## config.mk

```make
export PLATFORM = sky130hd
export DESIGN_NAME = pio_hs_port
export DESIGN_NICKNAME = d
export VERILOG_FILES = /design/src/rtl/pio_hs_pkg.sv /design/src/rtl/pio_hs_latch.sv /design/src/rtl/pio_hs_shake.sv /design/src/rtl/pio_hs_port.sv
export SDC_FILE = /design/constraint.sdc
export NUM_CORES = 1
export LEC_CHECK = 0
export BUFFER_PORTS_ARGS = -buffer_cell sky130_fd_sc_hd__buf_2
export CORE_ASPECT_RATIO = 2
export CORE_UTILIZATION = 40
export DETAILED_ROUTE_END_ITERATION = 16
export HOLD_SLACK_MARGIN = 0.03
export PLACE_DENSITY = 0.67
export SYNTH_ARGS = -nofsm -noshare
export SYNTH_HDL_FRONTEND = slang
export SYNTH_SLANG_ARGS = --single-unit
```

## constraint.sdc

```tcl
create_clock -name clk -period 4.96 [get_ports clk]
set_input_delay 0.248 -clock clk [delete_from_list [all_inputs] [get_ports clk]]
set_output_delay 0.248 -clock clk [all_outputs]
set_load 0.02 [all_outputs]
```

## src/rtl/pio_hs_pkg.sv

```systemverilog
// Shared definitions for the parallel port block: widths, register
// addresses, the port C configuration codes and the command layout.
// Assumes a 6-bit command register whose field positions are software visible.
package pio_hs_pkg;
    localparam int PW = 8;   // width of ports A and B
    localparam int CW = 6;   // width of port C
    localparam int NP = 2;   // ports with handshake support
    localparam int AW = 3;   // register address width

    localparam logic [AW-1:0] RA_CMD = 3'd0;
    localparam logic [AW-1:0] RA_PA  = 3'd1;
    localparam logic [AW-1:0] RA_PB  = 3'd2;
    localparam logic [AW-1:0] RA_PC  = 3'd3;

    typedef enum logic [1:0] {
        CM_IN    = 2'b00,
        CM_HS_A  = 2'b01,
        CM_HS_AB = 2'b10,
        CM_OUT   = 2'b11
    } cmode_e;

    typedef struct packed {
        logic   ie_b;
        logic   ie_a;
        cmode_e cmode;
        logic   dir_b;
        logic   dir_a;
    } cmd_t;
endpackage

```

## src/rtl/pio_hs_latch.sv

```systemverilog
// Output latch of one port. It loads on a write while the port is an
// output and is forced to zero while the port is an input.
// Assumes out_en already reflects a command write in the same cycle.
module pio_hs_latch #(
    parameter int W = 8
) (
    input  logic         clk,
    input  logic         rst_n,
    input  logic         out_en,
    input  logic         load,
    input  logic [W-1:0] d,
    output logic [W-1:0] q
);
    // latch register: clear on input mode, load on write otherwise
    always_ff @(posedge clk) begin
        if (!rst_n)      q <= '0;
        else if (!out_en) q <= '0;
        else if (load)    q <= d;
    end

    p_same_value_r13: assert property (@(posedge clk) disable iff (!rst_n)
        (load && out_en && d == q) |=> $stable(q));
    p_input_clear_r7: assert property (@(posedge clk) disable iff (!rst_n)
        (!out_en) |=> (q == '0));
endmodule

```

## src/rtl/pio_hs_shake.sv

```systemverilog
// Handshake flags of one port: buffer-full, interrupt and the input
// capture buffer, driven by strobe edges and CPU accesses to the port.
// Assumes the strobe is synchronous and held for at least one clock.
module pio_hs_shake #(
    parameter int W = 8
) (
    input  logic         clk,
    input  logic         rst_n,
    input  logic         init,
    input  logic         dir_out,
    input  logic         stb,
    input  logic         cpu_rd,
    input  logic         cpu_wr,
    input  logic [W-1:0] pins,
    output logic         bf,
    output logic         intr,
    output logic [W-1:0] cap
);
    logic stb_q;
    logic fall;
    logic rise;

    assign fall = stb_q & ~stb;
    assign rise = ~stb_q & stb;

    // previous strobe level for edge detection (idle high)
    always_ff @(posedge clk) begin
        if (!rst_n) stb_q <= 1'b1;
        else        stb_q <= stb;
    end

    // flag and capture update; strobe edges win over CPU accesses
    always_ff @(posedge clk) begin
        if (!rst_n) begin
            bf   <= 1'b0;
            intr <= 1'b0;
            cap  <= '0;
        end else if (init) begin
            bf   <= 1'b0;
            intr <= dir_out;
        end else if (!dir_out) begin
            if (fall) begin
                cap <= pins;
                bf  <= 1'b1;
            end else if (cpu_rd) begin
                bf  <= 1'b0;
            end
            if (rise)        intr <= 1'b1;
            else if (cpu_rd) intr <= 1'b0;
        end else begin
            if (fall)        bf <= 1'b0;
            else if (cpu_wr) bf <= 1'b1;
            if (rise)        intr <= 1'b1;
            else if (cpu_wr) intr <= 1'b0;
        end
    end

    p_init_levels_r9: assert property (@(posedge clk) disable iff (!rst_n)
        init |=> (!bf && intr == $past(dir_out)));
    p_read_clears_r10: assert property (@(posedge clk) disable iff (!rst_n)
        (!init && !dir_out && cpu_rd && !fall && !rise) |=> (!bf && !intr));
endmodule

```

## src/rtl/pio_hs_port.sv

```systemverilog
// Top of the parallel port: bus decode, command register, port C
// configuration, read multiplexer and one latch and handshake unit per port.
// Assumes single-cycle synchronous read and write strobes from the bus.
module pio_hs_port
    import pio_hs_pkg::*;
(
    input  logic          clk,
    input  logic          rst_n,
    input  logic          ce_n,
    input  logic          io_m,
    input  logic [AW-1:0] addr,
    input  logic          wr_en,
    input  logic          rd_en,
    input  logic [7:0]    wdata,
    output logic [7:0]    rdata,
    input  logic [PW-1:0] pa_in,
    output logic [PW-1:0] pa_out,
    output logic          pa_oe,
    input  logic [PW-1:0] pb_in,
    output logic [PW-1:0] pb_out,
    output logic          pb_oe,
    input  logic [CW-1:0] pc_in,
    output logic [CW-1:0] pc_out,
    output logic [CW-1:0] pc_oe
);
    localparam int GRP = CW / NP;   // port C lines per handshake group

    logic acc, wr, rd, cmd_wr;
    cmd_t cmd_q, cmd_nxt;
    logic [NP-1:0][PW-1:0] pin_in, lat_q, cap_q, port_view;
    logic [NP-1:0] dir_cur, dir_nxt, hs_cur, hs_nxt, bf, intr, p_rd, p_wr;
    logic [CW-1:0] lc_q, pc_view;

    assign acc     = ~ce_n & io_m;
    assign wr      = acc & wr_en;
    assign rd      = acc & rd_en;
    assign cmd_wr  = wr && (addr == RA_CMD);
    assign cmd_nxt = cmd_wr ? cmd_t'(wdata[5:0]) : cmd_q;

    assign pin_in[0] = pa_in;
    assign pin_in[1] = pb_in;
    assign dir_cur   = {cmd_q.dir_b, cmd_q.dir_a};
    assign dir_nxt   = {cmd_nxt.dir_b, cmd_nxt.dir_a};

    // command register
    always_ff @(posedge clk) begin
        if (!rst_n) cmd_q <= '0;
        else        cmd_q <= cmd_nxt;
    end

    for (genvar g = 0; g < NP; g++) begin : g_port
        assign hs_cur[g] = (cmd_q.cmode == CM_HS_AB) ||
                           ((g == 0) && cmd_q.cmode == CM_HS_A);
        assign hs_nxt[g] = (cmd_nxt.cmode == CM_HS_AB) ||
                           ((g == 0) && cmd_nxt.cmode == CM_HS_A);
        assign p_rd[g] = rd && (addr == AW'(g + 1));
        assign p_wr[g] = wr && (addr == AW'(g + 1));
        assign port_view[g] = dir_cur[g] ? lat_q[g] :
                              (hs_cur[g] ? cap_q[g] : pin_in[g]);

        pio_hs_latch #(.W(PW)) u_lat (
            .clk(clk), .rst_n(rst_n), .out_en(dir_nxt[g]),
            .load(p_wr[g]), .d(wdata[PW-1:0]), .q(lat_q[g])
        );

        pio_hs_shake #(.W(PW)) u_shk (
            .clk(clk), .rst_n(rst_n), .init(!hs_nxt[g] || cmd_wr),
            .dir_out(dir_nxt[g]), .stb(pc_in[GRP*g+2]),
            .cpu_rd(p_rd[g]), .cpu_wr(p_wr[g]), .pins(pin_in[g]),
            .bf(bf[g]), .intr(intr[g]), .cap(cap_q[g])
        );

        p_input_zero_r7: assert property (@(posedge clk) disable iff (!rst_n)
            !dir_cur[g] |-> (lat_q[g] == '0));
    end

    pio_hs_latch #(.W(CW)) u_lat_c (
        .clk(clk), .rst_n(rst_n), .out_en(cmd_nxt.cmode != CM_IN),
        .load(wr && addr == RA_PC), .d(wdata[CW-1:0]), .q(lc_q)
    );

    assign pa_out = lat_q[0];
    assign pb_out = lat_q[1];
    assign pa_oe  = dir_cur[0];
    assign pb_oe  = dir_cur[1];

    // port C line assignment per configuration
    always_comb begin
        unique case (cmd_q.cmode)
            CM_IN: begin
                pc_oe  = '0;
                pc_out = '0;
            end
            CM_OUT: begin
                pc_oe  = '1;
                pc_out = lc_q;
            end
            CM_HS_A: begin
                pc_oe  = 6'b111011;
                pc_out = {lc_q[5:3], 1'b0, bf[0], intr[0]};
            end
            default: begin
                pc_oe  = 6'b011011;
                pc_out = {1'b0, bf[1], intr[1], 1'b0, bf[0], intr[0]};
            end
        endcase
    end

    assign pc_view = (pc_oe & pc_out) | (~pc_oe & pc_in);

    // read multiplexer, zero when no valid read
    always_comb begin
        rdata = '0;
        if (rd) begin
            unique case (addr)
                RA_CMD:  rdata = {2'b00, cmd_q.ie_b, bf[1], intr[1],
                                  cmd_q.ie_a, bf[0], intr[0]};
                RA_PA:   rdata = port_view[0];
                RA_PB:   rdata = port_view[1];
                RA_PC:   rdata = {2'b00, pc_view};
                default: rdata = '0;
            endcase
        end
    end

    p_no_access_r2: assert property (@(posedge clk) disable iff (!rst_n)
        !acc |=> $stable(cmd_q));
    p_hs_b_init_r9: assert property (@(posedge clk) disable iff (!rst_n)
        (cmd_wr && wdata[3:2] == 2'b10) |=> (!pc_out[4] && pc_out[3] == pb_oe));
endmodule

```

==> flow_summary.json <==
{
  "end_kind": "flop",
  "layout_min_cycle_time_ns": 2.92,
  "drc": 0,
  "globalplace.congestion": 0.897,
  "synth_flop_cell": "dfxtp_1",
  "clkSinkCount": 50,
  "leakagePower_nw": 1.53,
  "overflow": 0,
  "cp.arrival_ns": 3.10,
  "routedWlPerCell_um": 16.3,
  "critPathTopFamily": "simple AND/OR/NAND/NOR gates",
  "syn_area_per_cell_um2": 8.67,
  "die_h_um": 122,
  "clock_path_buffers": 2,
  "ys_seq_area_share_pct": 34.7,
  "drt-total-wl_um": 7940,
  "critical_path.startpoint": "addr[1]",
  "vdd_ir_drop_max_mv": 0.181,
  "dieArea_mm2": 0.00758,
  "area_growth_pct": 19.4,
  "grtUsageTotal_pct": 22.3,
  "fp.dieW_um": 62.1,
  "n_fill_cell": 707,
  "setup_viol": 0,
  "antenna_found_initial": 0,
  "hold_violations": 0,
  "antennaDiodeCount": 0,
  "synth-async-reset-ratio_pct": 0,
  "start_kind": "input port",
  "post_cts_buffers": 0,
  "rsz0062_at_grt": "no",
  "syn_area_mm2": 0.00289,
  "cp_common_cell": "mux2i_1",
  "outcome": "completed",
  "holdCritPathClass": "in -> reg",
  "worst_pin_slew_ns": 1.10,
  "endpoint": "g_port[0].u_shk.cap[3]$_SDFFE_PN0P_",
  "cts_tree": "done",
  "grt_max_degree": 32,
  "final_cell_mix": "76 x buf_2, 60 x mux2i_1, 50 x dfxtp_1, 35 x nand2_1, 31 x nor2_1",
  "path_clk_slew_ns": 0.06,
  "ys_ff_latch": 50,
  "slew_headroom_pct": 25.9,
  "max_stage_delay_ns": 0.82,
  "fmax_mhz": 343,
  "drtIter0Drc": 143,
  "slew_viol_final": 0,
  "synthCells": 333,
  "synth-edff-count": 0,
  "crit_buf_inv": 3,
  "core_mm2": 0.00694,
  "dpl.cell_count": 480,
  "final_common_cell": "buf_2",
  "cts-root-buf": "clkbuf_16",
  "path_cells": "buf_2, nor4bb_4, nand2_4, mux2i_1, inv_1, ha_1, a21oi_2, nor3b_1, buf_4, mux2i_1, nor2b_1",
  "via_per_inst": 5.33,
  "cp_slowest_cell": "nor4bb_4",
  "grt_pass1_vias": 2442,
  "fin_skew_ns": 0.00539,
  "io_buffers": 76,
  "start_util_pct": 41.6,
  "firstDrtPassIters": 5,
  "hold_buffers": 0,
  "drive_gt1_share_pct": 23.9,
  "io_pins": 77,
  "clk_latency_ns": 0.29,
  "hpwl_um": 6260,
  "crit_cells": 11,
  "cap_violations": 0,
  "netlist.area_leader.share_pct": 34.7,
  "routed-via-count": 2600,
  "synth_top_cell_by_area": "dfxtp_1",
  "yosys_warnings": 0,
  "crit_fanout": 17,
  "nNetsFinal": 444,
  "r2r_slack_ns": 2.98,
  "post-route-period-util_pct": 58.8,
  "synth_area_leaders": "dfxtp_1 35%, mux2i_1 21%, nor2b_1 4.8%",
  "reg2reg_to": "g_port[0].u_shk.cap[3]$_SDFFE_PN0P_",
  "required_ns": 5.15,
  "rr_worst_depth": 8,
  "powerDensity_mw_per_mm2": 254,
  "stdcell_count": 488,
  "cts-buffers-inserted": 5,
  "h-tree-depth": 2,
  "cts_resized": 0,
  "rows": 43,
  "r2r-start": "cmd_q[3]$_SDFF_PN0_",
  "synth.distinct_cells": 46,
  "grt_pass1_wl_um": 12100,
  "crit_type": "in -> reg",
  "antenna_left": 0,
  "syn_nets": 380,
  "setup_tns_ns": 0
}
==> flip-flops by register name (all words and copies together) (netlist names) <==
signal              count
g_port.u_lat.q         16
cmd_q                   4
pb_oe                   1
g_port.u_shk.intr       2
u_lat_c.q               6
g_port.u_shk.cap       16
g_port.u_shk.stb_q      2
pa_oe                   1
g_port.u_shk.bf         2
==> power by group <==
group	total (W)	leakage [nW]	switching, W	internal, W
sequential	0.000406	0.403	0.00000195	0.000404
clock	0.000382	0.0836	0.000146	0.000236
combinational	0.0000876	1.05	0.0000518	0.0000358
==> cells by family after synthesis <==
| kind of cell | share of synthesized area [%] |
|---|---|
| AO/OA/AOI/OAI | 13.0 |
| adder cells (fa/ha/maj) | 3.47 |
| buffers and inverters | 5.24 |
| flip-flops | 34.7 |
| multiplexers | 21.6 |
| AND/OR/NAND/NOR | 22.0 |
==> worst register-to-register path, cell delays in order (launching register included) <==
cell and delay [ns]:
dfxtp_1 0.35, mux2i_1 0.28, inv_1 0.08, ha_1 0.29, a21oi_2 0.20, nor3b_1 0.21
buf_4 0.22, mux2i_1 0.20, nor2b_1 0.06
==> metal layers <==
metal | vias up | GRT usage [%] | wire, um
met5 | - | 0 | 0
met4 | 0 | 12.5 | 374
met3 | 24 | 4.14 | 477
met2 | 102 | 37.8 | 4170
met1 | 1193 | 24.6 | 2910
li1 | 1281 | - | -
==> cells in the mapped netlist, drive strengths merged, types with 8 or more instances <==
cell type and instances:
a21oi 18, buf 10, clkbuf 10, dfxtp 50, ha 8, inv 11, mux2i 61, nand2 36
nand3 13, nor2 32, nor2b 22, o21ai 11
==> how the worst min path moves through the flow <==
stage,start,slack [ns],depth (start not counted),to
final,pc_in[2],0.21,3,g_port[0].u_shk.stb_q$_SDFF_PN1_
after global routing,pc_in[2],0.21,3,g_port[0].u_shk.stb_q$_SDFF_PN1_
after CTS,pc_in[5],0.20,2,g_port[1].u_shk.stb_q$_SDFF_PN1_
after detailed placement,g_port[0].u_lat.q[6]$_SDFFE_PN0P_,0.47,2,g_port[0].u_lat.q[6]$_SDFFE_PN0P_
after global placement,cmd_q[4]$_SDFFE_PN0N_,0.46,2,cmd_q[4]$_SDFFE_PN0N_
after floorplan,pc_in[5],0.35,1,g_port[1].u_shk.stb_q$_SDFF_PN1_
==> stage by stage <==
stage | area (um^2) | utilization (%) | hold WS (ns) | worst slack, ns | total power [W]
6_report | 3450 | 49.7 | 0.207 | 2.04 | 0.000876
5_1_grt | 3450 | 49.7 | 0.209 | 1.75 | 0.000904
4_1_cts | 3450 | 49.7 | 0.199 | 2.02 | 0.000883
3_5_place_dp | 3280 | 47.3 | 0.467 | 1.73 | 0.000502
3_3_place_gp | 3280 | 47.3 | 0.457 | 1.85 | 0.000500
2_1_floorplan | 2890 | - | 0.349 | 2.55 | 0.000465
==> cell type report <==
cell class / count / area [um^2] / share of cell area (%)
multi-input combinational: 251 / 1740 / 50.3
inverter: 12 / 45.0 / 1.31
sequential: 50 / 1000 / 29.0
timing repair buffer: 77 / 388 / 11.3
clock inverter: 3 / 40.0 / 1.16
tap: 90 / 113 / 3.27
clock buffer: 5 / 125 / 3.63
Power figures use the tool's default switching activity.
